## config.mk

```make
export PLATFORM = sky130hd
export DESIGN_NAME = dma_agen
export DESIGN_NICKNAME = d
export VERILOG_FILES = /design/src/rtl/dma_agen_pkg.sv /design/src/rtl/dma_agen_side.sv /design/src/rtl/dma_agen_count.sv /design/src/rtl/dma_agen_sync.sv /design/src/rtl/dma_agen.sv
export SDC_FILE = /design/constraint.sdc
export NUM_CORES = 1
export LEC_CHECK = 0
export BUFFER_PORTS_ARGS = -buffer_cell sky130_fd_sc_hd__buf_2
export CAP_MARGIN = 20
export CORE_MARGIN = 2
export CORE_UTILIZATION = 40
export CTS_BUF_LIST = sky130_fd_sc_hd__clkbuf_16
export DETAILED_ROUTE_END_ITERATION = 10
export GPL_ROUTABILITY_DRIVEN = 0
export GPL_TIMING_DRIVEN = 0
export HOLD_SLACK_MARGIN = 0.15
export PLACE_DENSITY_LB_ADDON = 0.3
export SKIP_CTS_REPAIR_TIMING = 1
export SYNTH_ARGS = -nofsm -noshare
export SYNTH_HDL_FRONTEND = slang
export SYNTH_SLANG_ARGS = --single-unit
```

## constraint.sdc

```tcl
create_clock -name clk -period 10.2 [get_ports clk]
set_input_delay 0 -clock clk [delete_from_list [all_inputs] [get_ports clk]]
set_output_delay 0 -clock clk [all_outputs]
set_load 0.1 [all_outputs]
```

## src/rtl/dma_agen_pkg.sv

```systemverilog
package dma_agen_pkg;

    localparam int CTRL_W = 16;

    typedef enum logic [1:0] {
        AM_CONST   = 2'b00,
        AM_POSTINC = 2'b01,
        AM_SINGLE  = 2'b10,
        AM_DOUBLE  = 2'b11
    } amode_e;

    typedef enum logic [1:0] {
        SY_ELEM  = 2'b00,
        SY_FRAME = 2'b01,
        SY_BLOCK = 2'b10,
        SY_WHOLE = 2'b11
    } sync_e;

    // Control-word field positions; the two mode fields keep fixed slots.
    localparam int ESZ_LSB  = 0;
    localparam int SYNC_LSB = 2;
    localparam int SRCM_LSB = 12;
    localparam int DSTM_LSB = 14;

    function automatic logic [2:0] size_bytes(input logic [1:0] code);
        case (code)
            2'b00:   size_bytes = 3'd1;
            2'b01:   size_bytes = 3'd2;
            default: size_bytes = 3'd4;
        endcase
    endfunction

endpackage

```

## src/rtl/dma_agen_side.sv

```systemverilog
module dma_agen_side
    import dma_agen_pkg::*;
#(
    parameter int ADDR_W = 32,
    parameter int IDX_W  = 16
) (
    input  logic              clk,
    input  logic              rst_n,
    input  logic              load_i,
    input  logic [ADDR_W-1:0] start_addr_i,
    input  logic              advance_i,
    input  logic              frame_last_i,
    input  amode_e            mode_i,
    input  logic [2:0]        ebytes_i,
    input  logic [IDX_W-1:0]  eidx_i,
    input  logic [IDX_W-1:0]  fidx_i,
    output logic [ADDR_W-1:0] addr_o
);

    localparam int EXT_W = ADDR_W - IDX_W;

    typedef struct packed {
        logic [ADDR_W-1:0] addr;
    } side_state_t;

    side_state_t st_d, st_q;

    logic [ADDR_W-1:0] base_w;
    logic [ADDR_W-1:0] eidx_w;
    logic [ADDR_W-1:0] fidx_w;
    logic [ADDR_W-1:0] step_w;

    always_comb begin
        base_w = {{(ADDR_W-3){1'b0}}, ebytes_i};
        eidx_w = {{EXT_W{eidx_i[IDX_W-1]}}, eidx_i};
        fidx_w = {{EXT_W{fidx_i[IDX_W-1]}}, fidx_i};
        case (mode_i)
            AM_CONST:   step_w = '0;
            AM_POSTINC: step_w = base_w;
            AM_SINGLE:  step_w = base_w + eidx_w - 1'b1;
            default:    step_w = frame_last_i ? (base_w + fidx_w - 1'b1)
                                              : (base_w + eidx_w - 1'b1);
        endcase

        st_d = st_q;
        if (load_i) begin
            st_d.addr = start_addr_i;
        end else if (advance_i) begin
            st_d.addr = st_q.addr + step_w;
        end
    end

    always_ff @(posedge clk or negedge rst_n) begin
        if (!rst_n) begin
            st_q <= '0;
        end else begin
            st_q <= st_d;
        end
    end

    assign addr_o = st_q.addr;

endmodule

```

## src/rtl/dma_agen_count.sv

```systemverilog
module dma_agen_count #(
    parameter int CNT_W = 16
) (
    input  logic             clk,
    input  logic             rst_n,
    input  logic             load_i,
    input  logic             advance_i,
    input  logic [CNT_W-1:0] elem_count_i,
    input  logic [CNT_W-1:0] frame_count_i,
    output logic             frame_last_o,
    output logic             block_last_o
);

    typedef struct packed {
        logic [CNT_W-1:0] elem;
        logic [CNT_W-1:0] frame;
    } cnt_state_t;

    cnt_state_t st_d, st_q;

    logic [CNT_W-1:0] elem_last_w;
    logic [CNT_W-1:0] frame_last_w;

    always_comb begin
        // A zero count is read as one.
        elem_last_w  = (elem_count_i  == '0) ? '0 : elem_count_i  - 1'b1;
        frame_last_w = (frame_count_i == '0) ? '0 : frame_count_i - 1'b1;

        frame_last_o = (st_q.elem == elem_last_w);
        block_last_o = frame_last_o && (st_q.frame == frame_last_w);

        st_d = st_q;
        if (load_i) begin
            st_d.elem  = '0;
            st_d.frame = '0;
        end else if (advance_i) begin
            if (frame_last_o) begin
                st_d.elem  = '0;
                st_d.frame = block_last_o ? '0 : st_q.frame + 1'b1;
            end else begin
                st_d.elem = st_q.elem + 1'b1;
            end
        end
    end

    always_ff @(posedge clk or negedge rst_n) begin
        if (!rst_n) begin
            st_q <= '0;
        end else begin
            st_q <= st_d;
        end
    end

endmodule

```

## src/rtl/dma_agen_sync.sv

```systemverilog
module dma_agen_sync
    import dma_agen_pkg::*;
(
    input  logic  clk,
    input  logic  rst_n,
    input  logic  load_i,
    input  logic  active_i,
    input  logic  req_i,
    input  logic  issue_i,
    input  logic  frame_last_i,
    input  logic  block_last_i,
    input  sync_e mode_i,
    output logic  grant_o
);

    typedef struct packed {
        logic grant;
    } sync_state_t;

    sync_state_t st_d, st_q;

    logic close_w;

    always_comb begin
        case (mode_i)
            SY_ELEM:  close_w = issue_i;
            SY_FRAME: close_w = issue_i && frame_last_i;
            default:  close_w = issue_i && block_last_i;
        endcase

        st_d = st_q;
        if (load_i) begin
            st_d.grant = 1'b0;
        end else if (st_q.grant) begin
            // A request while a grant is open is dropped.
            if (close_w || (issue_i && block_last_i)) begin
                st_d.grant = 1'b0;
            end
        end else if (req_i && active_i) begin
            st_d.grant = 1'b1;
        end
    end

    always_ff @(posedge clk or negedge rst_n) begin
        if (!rst_n) begin
            st_q <= '0;
        end else begin
            st_q <= st_d;
        end
    end

    assign grant_o = st_q.grant;

endmodule

```

## src/rtl/dma_agen.sv

```systemverilog
module dma_agen
    import dma_agen_pkg::*;
#(
    parameter int ADDR_W = 32,
    parameter int IDX_W  = 16,
    parameter int CNT_W  = 16
) (
    input  logic              clk,
    input  logic              rst_n,
    input  logic              start_i,
    input  logic              req_i,
    input  logic              adv_i,
    input  logic [15:0]       ctrl_i,
    input  logic [15:0]       src_start_hi_i,
    input  logic [15:0]       src_start_lo_i,
    input  logic [15:0]       dst_start_hi_i,
    input  logic [15:0]       dst_start_lo_i,
    input  logic [IDX_W-1:0]  src_eidx_i,
    input  logic [IDX_W-1:0]  src_fidx_i,
    input  logic [IDX_W-1:0]  dst_eidx_i,
    input  logic [IDX_W-1:0]  dst_fidx_i,
    input  logic [CNT_W-1:0]  elem_count_i,
    input  logic [CNT_W-1:0]  frame_count_i,
    output logic              active_o,
    output logic              valid_o,
    output logic [ADDR_W-1:0] src_addr_o,
    output logic [ADDR_W-1:0] dst_addr_o,
    output logic              frame_end_o,
    output logic              block_end_o
);

    localparam int NSIDE = 2;
    localparam int HALF_W = ADDR_W / 2;

    typedef struct packed {
        logic [CTRL_W-1:0] ctrl;
        logic [IDX_W-1:0]  s_eidx;
        logic [IDX_W-1:0]  s_fidx;
        logic [IDX_W-1:0]  d_eidx;
        logic [IDX_W-1:0]  d_fidx;
        logic [CNT_W-1:0]  ecount;
        logic [CNT_W-1:0]  fcount;
    } cfg_t;

    typedef struct packed {
        cfg_t              cfg;
        logic              active;
        logic              valid;
        logic [ADDR_W-1:0] src;
        logic [ADDR_W-1:0] dst;
        logic              feof;
        logic              feob;
    } top_state_t;

    top_state_t st_d, st_q;

    logic              grant_w;
    logic              issue_w;
    logic              frame_last_w;
    logic              block_last_w;
    logic [2:0]        ebytes_w;
    sync_e             sync_w;
    logic [ADDR_W-1:0] side_start [NSIDE];
    logic [ADDR_W-1:0] side_addr  [NSIDE];
    amode_e            side_mode  [NSIDE];
    logic [IDX_W-1:0]  side_eidx  [NSIDE];
    logic [IDX_W-1:0]  side_fidx  [NSIDE];

    assign side_start[0] = {src_start_hi_i[HALF_W-1:0], src_start_lo_i[HALF_W-1:0]};
    assign side_start[1] = {dst_start_hi_i[HALF_W-1:0], dst_start_lo_i[HALF_W-1:0]};
    assign side_mode[0]  = amode_e'(st_q.cfg.ctrl[SRCM_LSB +: 2]);
    assign side_mode[1]  = amode_e'(st_q.cfg.ctrl[DSTM_LSB +: 2]);
    assign side_eidx[0]  = st_q.cfg.s_eidx;
    assign side_fidx[0]  = st_q.cfg.s_fidx;
    assign side_eidx[1]  = st_q.cfg.d_eidx;
    assign side_fidx[1]  = st_q.cfg.d_fidx;

    assign ebytes_w = size_bytes(st_q.cfg.ctrl[ESZ_LSB +: 2]);
    assign sync_w   = sync_e'(st_q.cfg.ctrl[SYNC_LSB +: 2]);
    assign issue_w  = st_q.active && grant_w && adv_i && !start_i;

    generate
        for (genvar s = 0; s < NSIDE; s++) begin : g_side
            dma_agen_side #(
                .ADDR_W (ADDR_W),
                .IDX_W  (IDX_W)
            ) u_side (
                .clk          (clk),
                .rst_n        (rst_n),
                .load_i       (start_i),
                .start_addr_i (side_start[s]),
                .advance_i    (issue_w),
                .frame_last_i (frame_last_w),
                .mode_i       (side_mode[s]),
                .ebytes_i     (ebytes_w),
                .eidx_i       (side_eidx[s]),
                .fidx_i       (side_fidx[s]),
                .addr_o       (side_addr[s])
            );
        end
    endgenerate

    dma_agen_count #(
        .CNT_W (CNT_W)
    ) u_count (
        .clk           (clk),
        .rst_n         (rst_n),
        .load_i        (start_i),
        .advance_i     (issue_w),
        .elem_count_i  (st_q.cfg.ecount),
        .frame_count_i (st_q.cfg.fcount),
        .frame_last_o  (frame_last_w),
        .block_last_o  (block_last_w)
    );

    dma_agen_sync u_sync (
        .clk          (clk),
        .rst_n        (rst_n),
        .load_i       (start_i),
        .active_i     (st_q.active),
        .req_i        (req_i),
        .issue_i      (issue_w),
        .frame_last_i (frame_last_w),
        .block_last_i (block_last_w),
        .mode_i       (sync_w),
        .grant_o      (grant_w)
    );

    always_comb begin
        st_d       = st_q;
        st_d.valid = 1'b0;
        st_d.feof  = 1'b0;
        st_d.feob  = 1'b0;
        if (start_i) begin
            st_d.active     = 1'b1;
            st_d.cfg.ctrl   = ctrl_i;
            st_d.cfg.s_eidx = src_eidx_i;
            st_d.cfg.s_fidx = src_fidx_i;
            st_d.cfg.d_eidx = dst_eidx_i;
            st_d.cfg.d_fidx = dst_fidx_i;
            st_d.cfg.ecount = elem_count_i;
            st_d.cfg.fcount = frame_count_i;
        end else if (issue_w) begin
            st_d.valid = 1'b1;
            st_d.src   = side_addr[0];
            st_d.dst   = side_addr[1];
            st_d.feof  = frame_last_w;
            st_d.feob  = block_last_w;
            if (block_last_w) begin
                st_d.active = 1'b0;
            end
        end
    end

    always_ff @(posedge clk or negedge rst_n) begin
        if (!rst_n) begin
            st_q <= '0;
        end else begin
            st_q <= st_d;
        end
    end

    assign active_o    = st_q.active;
    assign valid_o     = st_q.valid;
    assign src_addr_o  = st_q.src;
    assign dst_addr_o  = st_q.dst;
    assign frame_end_o = st_q.feof;
    assign block_end_o = st_q.feob;

endmodule

```

# Yosys cells after proc, flatten, opt, wreduce, memory -nomap -nowiden

Index checks and enable logic that the tools add are counted.

$add $sub $neg: 14
Bitwise operators: 1
Reductions and logical operators: 21
Eq/ne operators: 8
Mux-type cells: 25

Operators with widths:

| operator                                             | number |
|---|---|
| two-way mux 32 bit                                   | 8 |
| case mux 32 bit (3 select lines)                     | 2 |
| two-way mux 16 bit                                   | 5 |
| adder 4 x 16 -> 17 bit                               | 4 |
| two-way mux 68 bit                                   | 1 |
| two-way mux 67 bit                                   | 1 |
| adder 32 bit                                         | 2 |
| subtractor 32 x 1 -> 32 bit (second input constant)  | 2 |
| subtractor 17 x 2 -> 18 bit (second input constant)  | 2 |
| adder 16 x 1 -> 16 bit (second input constant)       | 2 |
| equality test 16 bit                                 | 2 |
| logical NOT 16 bit                                   | 2 |
| subtractor 16 x 1 -> 16 bit (second input constant)  | 2 |
| equality test 2 x 1 -> 1 bit (second input constant) | 4 |
| logical NOT 2 bit                                    | 4 |
| logical AND 1 bit                                    | 7 |
| two-way mux 1 bit                                    | 6 |
| case mux 3 bit (2 select lines)                      | 1 |
| AND reduction 2 bit                                  | 3 |
| nonzero test 2 bit                                   | 3 |
| equality test 2 bit (second input constant)          | 2 |
| case mux 1 bit (2 select lines)                      | 1 |
| logical NOT 1 bit                                    | 1 |
| logical OR 1 bit                                     | 1 |
| NOT 1 bit                                            | 1 |

Word-level logic and storage cells: 87
Bits of input ports: 181
Register bits: 277
Output and inout bits: 68

# Logic depth before layout (Yosys ltp)

Gate-level depths: netlist of run 1.

Depth in word-level cells: 10
Depth in mapped cells: 27
Mapped depth without buffers: 26

# Modules after synthesis

A second synthesis of run 1 with hierarchy kept.

Cells, all modules: 2083
Area total of the unflattened synthesis: 19824.0 um^2

By module, submodules not included:

| module                            | area an instance (um^2) | seq. area each (um^2) | cells an instance | times used |
|---|---|---|---|---|
| dma_agen                          | 6966.7                  | 4304.1                | 434               | 1 |
| dma_agen_side at g_side[0].u_side | 4778.3                  | 800.8                 | 623               | 1 |
| dma_agen_side at g_side[1].u_side | 4653.2                  | 800.8                 | 597               | 1 |
| dma_agen_count                    | 3352.0                  | 800.8                 | 422               | 1 |
| dma_agen_sync                     | 73.8                    | 25.0                  | 7                 | 1 |

# Least setup slack after synthesis of run 1

Ideal clock, no wire load.

Kind: register to register
Start: reg st_q[88] in the netlist's numbering
End: reg g_side[0].u_side.st_q, in the netlist g_side[0].u_side.addr_o[31]
Buffers on the path: 4
Required time: 10.118 ns
Period minus slack after synthesis: 5.772 ns
Slack: 4.428 ns
Library setup time: 0.082 ns
Arrival: 5.690 ns
Stages on the path, launching flop included: 23
Path through: dfrtp_1 buf_6 or4_4 buf_6 or3_1 nor3_1 mux2i_1 xor2_1 nand4_1 buf_2 nor3_2 clkbuf_1 a21oi_1 ha_1 or3_1 o32ai_1 a21boi_0 a211oi_1 o21ai_0 a31oi_1 and4_1 or4_1 a31oi_1

Cells in the longest elaborated chain, start to end: 8
Elaborated cells between the ends (all ways): 9
Those cells by class: 2 x add/sub; 1 x eq/ne; 5 x mux; 1 x reduce/logical

RTL lines:

| what                                                                     | line                 | RTL |
|---|---|---|
| start, declared                                                          | dma_agen.sv:55       | `top_state_t st_d, st_q;` |
| start signal, assigned                                                   | dma_agen.sv:159      | `st_q <= st_d;` |
| subtractor 16 x 1 -> 16 bit / logical NOT 16 bit (equally long branches) | dma_agen_count.sv:26 | `elem_last_w = (elem_count_i == '0) ? '0 : elem_count_i - 1'b1;` |
| two-way mux 16 bit (*)                                                   | dma_agen_count.sv:26 |  |
| equality test 16 bit (*)                                                 | dma_agen_count.sv:29 | `frame_last_o = (st_q.elem == elem_last_w);` |
| two-way mux 32 bit (*)                                                   | dma_agen_side.sv:41  | `default: step_w = frame_last_i ? (base_w + fidx_w - 1'b1)` |
| case mux 32 bit (3 select lines) (*)                                     | dma_agen_side.sv:37  | `case (mode_i)` |
| adder 32 bit (*)                                                         | dma_agen_side.sv:49  | `st_d.addr = st_q.addr + step_w;` |
| two-way mux 32 bit (*)                                                   | dma_agen_side.sv:48  | `end else if (advance_i) begin` |
| two-way mux 32 bit (*)                                                   | dma_agen_side.sv:46  | `if (load_i) begin` |
| end signal, assigned                                                     | dma_agen_side.sv:57  | `st_q <= st_d;` |
| end, declared                                                            | dma_agen_side.sv:26  | `side_state_t st_d, st_q;` |

Mark *: on every way between the ends. The rest lies on a longest branch, timed or not. The select of a mux whose other input is x is not followed.
A chain may end at the register's enable or synchronous reset.

# Final worst setup path of run 1

Start: reg st_q[84] in the netlist's numbering
End: reg g_side[0].u_side.st_q, in the netlist g_side[0].u_side.addr_o[31]

The elaborated chain is that of the path after synthesis.

==> results of run 1 <==
## how the worst max path moves through the flow
stage                  start  slack [ns]                          end  cells after the start
floorplan           st_q[88]        4.43  g_side[0].u_side.addr_o[31]                     22
global placement    st_q[84]        2.98  g_side[0].u_side.addr_o[31]                     24
detailed placement  st_q[84]        2.90  g_side[0].u_side.addr_o[31]                     24
CTS                 st_q[84]        2.87  g_side[0].u_side.addr_o[31]                     23
global route        st_q[84]        2.41  g_side[0].u_side.addr_o[31]                     24
finish              st_q[84]        2.83  g_side[0].u_side.addr_o[31]                     23
## placed cells by master (no fill, tap or decap), drive strengths merged, types with 15 or more instances in the layout
master / n
xnor2: 91
xor2: 63
mux2: 63
buf: 329
nand4: 24
nand3: 60
a31oi: 26
mux2i: 31
or3: 28
inv: 96
nand2: 383
nand2b: 17
a21o: 36
and2: 15
a21oi: 168
o21bai: 15
nor2: 142
ha: 108
dlygate4sd3: 171
nor3: 51
o21ai: 169
nor4: 22
dfrtp: 269
a211oi: 23
and3: 43
clkbuf: 122
o21a: 30
## logic make-up (layout without fill, tap and decap cells)
kind of cell | count (synthesis) | count (layout) | synth area share
compound gates | 583 | 583 | 0.189
buf+inv | 265 | 739 | 0.0649
fa+ha+maj | 112 | 112 | 0.0732
flops | 269 | 269 | 0.344
xor+xnor | 156 | 156 | 0.0713
simple gates | 845 | 845 | 0.204
mux | 94 | 94 | 0.0522
## metrics by stage
stage,cell area [sq um],util
final,24400,0.503
after CTS,22700,0.467
after global placement,21500,0.443
after global routing,24400,0.503
after detailed placement,21600,0.445
after floorplan,19500,-
## metal layers
metal  track usage  part of all wire  vias up
met5             0                 0        -
met4        0.0985             0.036        0
met3        0.0344             0.060      119
met2         0.384              0.45      654
met1         0.345              0.45     9154
li1              -                 -     9058
## report_power, final
part	switching (mW)	internal, mW	leakage (nW)
registers	0.119	1.20	3.32
logic	1.23	0.659	7.38
clock network	0.497	0.702	0.539
total	1.85	2.57	11.2
## critical path, stage by stage (launching register included)
cell,delay (ns)
dfrtp_1,0.42
inv_1,0.08
ha_1,0.23
or3b_2,0.45
clkbuf_1,0.16
nor4_1,0.24
mux2i_1,0.32
xnor2_1,0.10
a211oi_1,0.28
nand4_1,0.40
buf_2,0.37
nor3_2,0.67
buf_2,0.42
a21oi_1,0.11
ha_1,0.39
nand3_1,0.20
nor4_1,0.54
nand3_1,0.24
a211oi_1,0.36
o21ai_0,0.19
a31oi_1,0.38
a31oi_1,0.11
or4_1,0.49
a31oi_1,0.17
## cell type report
type	count	area share
multi-input cells	1790	0.473
repair buffers	414	0.123
clock inverters	25	0.00881
clock buffers	35	0.0359
flip-flops and latches	269	0.276
plain buffers	173	0.0378
well taps	622	0.0319
inverters	92	0.0141
## state kept, by name, summed over array words and instances (netlist names)
signal                cells
g_side.u_side.addr_o     64
st_q                     36
dst_addr_o               32
side_eidx                32
side_fidx                32
src_addr_o               32
u_count.st_q             32
side_mode                 4
active_o                  1
block_end_o               1
frame_end_o               1
u_sync.grant_o            1
valid_o                   1
==> summary.txt, run 1 <==
Clock network
  • Clock net sink count: between 200 and 300
  • Clk Latency, worst-skew pair: between 0.5 and 0.6 ns
  • Clock tree buffer depth: 3
  • CTS root buf: clkbuf_16
  • Clock-pin slew on the worst setup and hold paths: about 0.060 ns
  • CTS tree: done
  • H-tree level count: 2
  • CTS buffer count: 34

Power and ir drop
  • Pwr/cell area: 181 nW/um^2
  • Pwr Total: ~4.4 mW
  • VDD IR max: 88.9 uV
  • Leakage: about 11 nW

STA
  • RSZ-0062 raised after global routing: no
  • Max Slew Vio Count: 0
  • Min Tclk post-route: ~7.4 ns
  • Rel. slew slack: 0.217
  • Hold_ws: 0.164 ns
  • Setup Viol. Count Final: 0
  • Final setup margin: 2.83 ns
  • Final Cycle Share: 0.723
  • Slew of the pin with the lowest slew margin: ~1.2 ns
  • Setup TNS: 0 ns
  • Worst Skew: 0.0330 ns
  • Max Fclk: ~140 MHz
  • Hold Vio Cnt, Final: 0

Cells and area
  • Area Growth Syn to Fin: 24.9%
  • Nets: 3067
  • Layout cell share with drive strength beyond 1: 0.168
  • Filler cells: around 4600
  • Non-Filler Instances: ~3400
  • ANT cells: 0
  • Register area: about 6700 sq um
  • Multi-input gate area: 11500 sq um

Setup path
  • CP Launch Type: flip-flop
  • Worst Reg-to-Reg Cells: 23
  • Crit path DAT: between 7 and 8 ns
  • CP Max Fanout: 10
  • R2r setup slk: between 2 and 3 ns
  • Reg2reg end: g_side[0].u_side.addr_o[31]
  • Req. time, crit path: about 11 ns
  • Reg2reg start: st_q[84]
  • Crit end category: flip-flop
  • Crit path kind: reg2reg

Synth
  • FF+latch count, synth: between 200 and 300
  • Synth async-reset ratio: 1.00
  • Count leader, synth: nand2_1
  • Synth area leader: dfrtp_1
  • Unique cell type count in the Yosys netlist: between 80 and 90
  • Number of synthesized flops with an enable pin: 0
  • YS warnings: 0
  • Avg Cell Area, Syn: about 8.4 sq um
  • Syn nets: about 2600
  • Sequential area share after synthesis: 0.344
  • Mapped Cells: 2324
  • Synth area leaders: dfrtp_1 (34%), nand2_1 (7.4%), ha_1 (6.9%), o21ai_0 (4.3%), a21oi_1 (4.3%)
  • Synthesized cell area: about 20000 sq um
  • Synth top cells by count: nand2_1 (383), dfrtp_1 (269), o21ai_0 (168), a21oi_1 (167), nor2_1 (141)
  • Post-synth top flop: dfrtp_1
  • Yosys top cell area share: 0.344

Route
  • Drt drc: 0
  • Total number of vias: about 19000
  • DRT iter0 DRCs: roughly 1600
  • Vias per Instance: between 5 and 6
  • First-pass DRT Iterations: 5
  • Final ANT Viol Nets: 0
  • Routed wire length per instance: roughly 19 um
  • WL final: ~64000 um

Floorplan
  • Core ar.: around 49000 sq um
  • Horiz. Die Dim: roughly 230 um
  • Die Y: around 230 um
  • IO Count: 249
  • Die ar.: 50600 sq um
  • Initial Utilization: 0.403
  • # rows: 81

Worst hold path
  • Hold Path Cell Cnt: 6
  • Hold_sp: adv_i
  • Hold Path Class: in2reg
  • WHS Endpoint: u_count.st_q[14]

Placement
  • HPWL after DPL: ~49000 um
  • Placed Cells: 3188
  • Number of port buffers: about 240
  • Place WS: 2.90 ns

GRT
  • Vias in the first global route: 17600
  • Largest net degree at the start of global routing: 120
  • Initial antenna violation count: 0
  • Remaining Overflow, GRT: 0
  • First-pass GRT wire length: slightly below 100000 um
  • GRT Total Usage: 0.246

Run
  • Max_cap viols: 0

Outcome
  • Status: finished clean
Note: power is estimated with default switching activity, not from simulation.
==> run 2, diff against run 1 <==
clock period = 6.8 ns   (was 10.2 ns; I/O delays follow)
==> run 2 against run 1 <==
Compared with the run above: non-clock buffer count is 5 higher; power increased by 51%; sequential cell count unchanged; maximum frequency up 11%; worst setup slack worse by 2.7 ns.
==> summary.txt, run 2 (synthesized netlist as in run 1, its figures left out) <==
Worst hold path
  • Hold Path Class: in2reg

Cells and area
  • Most frequent cells in the layout: nand2_1 (383), dfrtp_1 (269), buf_2 (244)
  • ANT cells: 0 (unchanged)
  • Non-Filler Instances: 3425 (+0.15%)
  • Area Growth Syn to Fin: 26.1%
  • Nets: 3072 (+0.16%)
  • Max reg flops: 64 (unchanged)
  • Layout cell share with drive strength beyond 1: 0.180 (+0.0115)
  • Leading cell type in the layout, fill and taps excluded: nand2_1

Route
  • First-pass DRT Iterations: 5 (unchanged)
  • Routed wire length per instance: 18.9 um (+0.32%)
  • Drt drc: 0 (unchanged)
  • Vias per Instance: 5.54 (-0.11%)
  • DRT iter0 DRCs: 1445 (-8.3%)
  • Final ANT Viol Nets: 0 (unchanged)
  • WL final: 64600 um (+0.47%)
  • Total number of vias: 19000 (+0.032%)

GRT
  • GR Layer Usage met3: 0.0344 (unchanged)
  • GR peak layer: met2
  • Met1 Usage GRT: 0.345 (unchanged)
  • GRT Total Usage: 0.246 (unchanged)
  • Remaining Overflow, GRT: 0 (unchanged)
  • Initial antenna violation count: 0 (unchanged)
  • Met2 Use GR: 0.384 (unchanged)
  • Vias in the first global route: 17600 (unchanged)
  • Largest net degree at the start of global routing: 120 (unchanged)
  • First-pass GRT wire length: 97500 um (unchanged)

Power and ir drop
  • Leakage: 11.3 nW (+0.65%)
  • Pwr/cell area: 270 nW/um^2 (+49%)
  • VDD IR max: 133 uV (+50%)

Placement
  • Number of port buffers: 239 (unchanged)
  • HPWL after DPL: 48600 um (unchanged)
  • Placed Cells: 3188 (unchanged)
  • Place WS: -0.505 ns (-3.40 ns)

Run
  • Max_cap viols: 0 (unchanged)

Setup path
  • Crit path DAT: 7.13 ns (-0.73 ns)
  • Crit path kind: reg2reg
  • CP Max Fanout: 11 (+1)
  • CP Launch Type: flip-flop
  • Max incr delay on CP: 0.53 ns (-0.14 ns)
  • Crit path max-delay family: compound AO/OA/AOI/OAI gates
  • CP Buf/Inv Count: 0 (-4)
  • Req. time, crit path: 7.28 ns (-3.41 ns)
  • Crit end category: flip-flop
  • Critical path's slowest cell: dfrtp_1
  • Sequence of cells on the critical path: nor2_1, ha_1, ha_1, a21oi_2, a21oi_2, nor4b_2, a211o_1, and3b_1, a21oi_1, a311oi_1, xnor2_1, nor2_1, o21a_1, ha_1, nand3_1, nor4_2, nand3_1, a211oi_1, o21ai_0, a31oi_1, a31oi_1, or4_1, a31oi_1

STA
  • Hold Vio Cnt, Final: 0 (unchanged)
  • Max Fclk: 150 MHz (+11%)
  • Final setup margin: 0.151 ns (-2.67 ns)
  • Setup Viol. Count Final: 0 (unchanged)
  • Setup TNS: 0 ns (unchanged)
  • Slew of the pin with the lowest slew margin: 1.19 ns (+0.0172 ns)
  • Worst Skew: 0.0321 ns (-0.000894 ns)
  • Final Cycle Share: 0.978 (+0.255)
  • Rel. slew slack: 0.205 (-0.0115)
  • RSZ-0062 raised after global routing: yes
  • Min Tclk post-route: 6.65 ns (-0.725 ns)
  • Max Slew Vio Count: 0 (unchanged)

Clock network
  • Clock tree buffer depth: 3 (unchanged)
  • CTS root buf: clkbuf_16
  • CTS buffer count: 34 (unchanged)
  • Clock-pin slew on the worst setup and hold paths: 0.06 ns (about the same)
  • Clock net sink count: 269 (unchanged)
  • CTS tree: done
  • H-tree level count: 2 (unchanged)
  • Clk Latency, worst-skew pair: 0.56 ns (about the same)

Floorplan
  • Initial Utilization: 0.403 (unchanged)
  • Die Y: 225 um (unchanged)
  • IO Count: 249 (unchanged)
  • Horiz. Die Dim: 225 um (unchanged)
  • Die ar.: 50600 sq um (unchanged)
  • Core ar.: 48500 sq um (unchanged)
  • # rows: 81 (unchanged)

Outcome
  • Status: finished clean
[run 2: cell type report]
| class | instances | area, sq um |
|---|---|---|
| repair buffers | 421 | 3060 |
| multi-input cells | 1790 | 11700 |
| well taps | 622 | 778 |
| fillers | 4549 | 23900 |
| clock inverters | 25 | 215 |
| plain buffers | 171 | 926 |
| flip-flops and latches | 269 | 6730 |
| inverters | 92 | 345 |
| clock buffers | 35 | 876 |
[run 2: final timing paths]
check | startpoint | end | slack (ns) | cells after the start
worst min register to register | dst_addr_o[12] | dst_addr_o[12] | 0.47 | 2
worst max register to register | st_q[165] | g_side[0].u_side.addr_o[31] | 0.15 | 23
worst max-delay path | st_q[165] | g_side[0].u_side.addr_o[31] | 0.15 | 23
worst min-delay path | adv_i | u_count.st_q[14] | 0.16 | 6
min in group asynchronous | rst_n | st_q[86] | 0.59 | 4
max in group asynchronous | rst_n | g_side[1].u_side.addr_o[19] | 5.61 | 4
[run 2: power by group]
part | internal [mW] | total, mW | switching [mW]
Combinational | 1.00 | 2.86 | 1.86
Clock | 1.05 | 1.80 | 0.746
Sequential | 1.81 | 1.99 | 0.179
Total | 3.86 | 6.65 | 2.79
[run 2: layer usage]
layer  wire length, um  up-vias
met3              3980      120
li1                  -     9067
met4              2410        0
met1             29100     9124
met5                 0        -
met2             29100      680
[run 2: per-stage QoR]
step	util	hold WS, ns	power (mW)	instance area [sq um]
after CTS	0.467	-0.621	6.55	22700
after detailed placement	0.445	-0.0478	4.73	21600
after global routing	0.508	0.178	7.01	24600
final	0.508	0.159	6.65	24600
after floorplan	-	-0.296	4.14	19500
after global placement	0.443	0.212	4.67	21500
[run 2: worst min-delay path, stage by stage]
cell and delay [ns]:
buf_2 0.14, nand3_1 0.15, o31ai_4 0.12, nand4_1 0.12, xor2_1 0.06, nor2_1 0.07
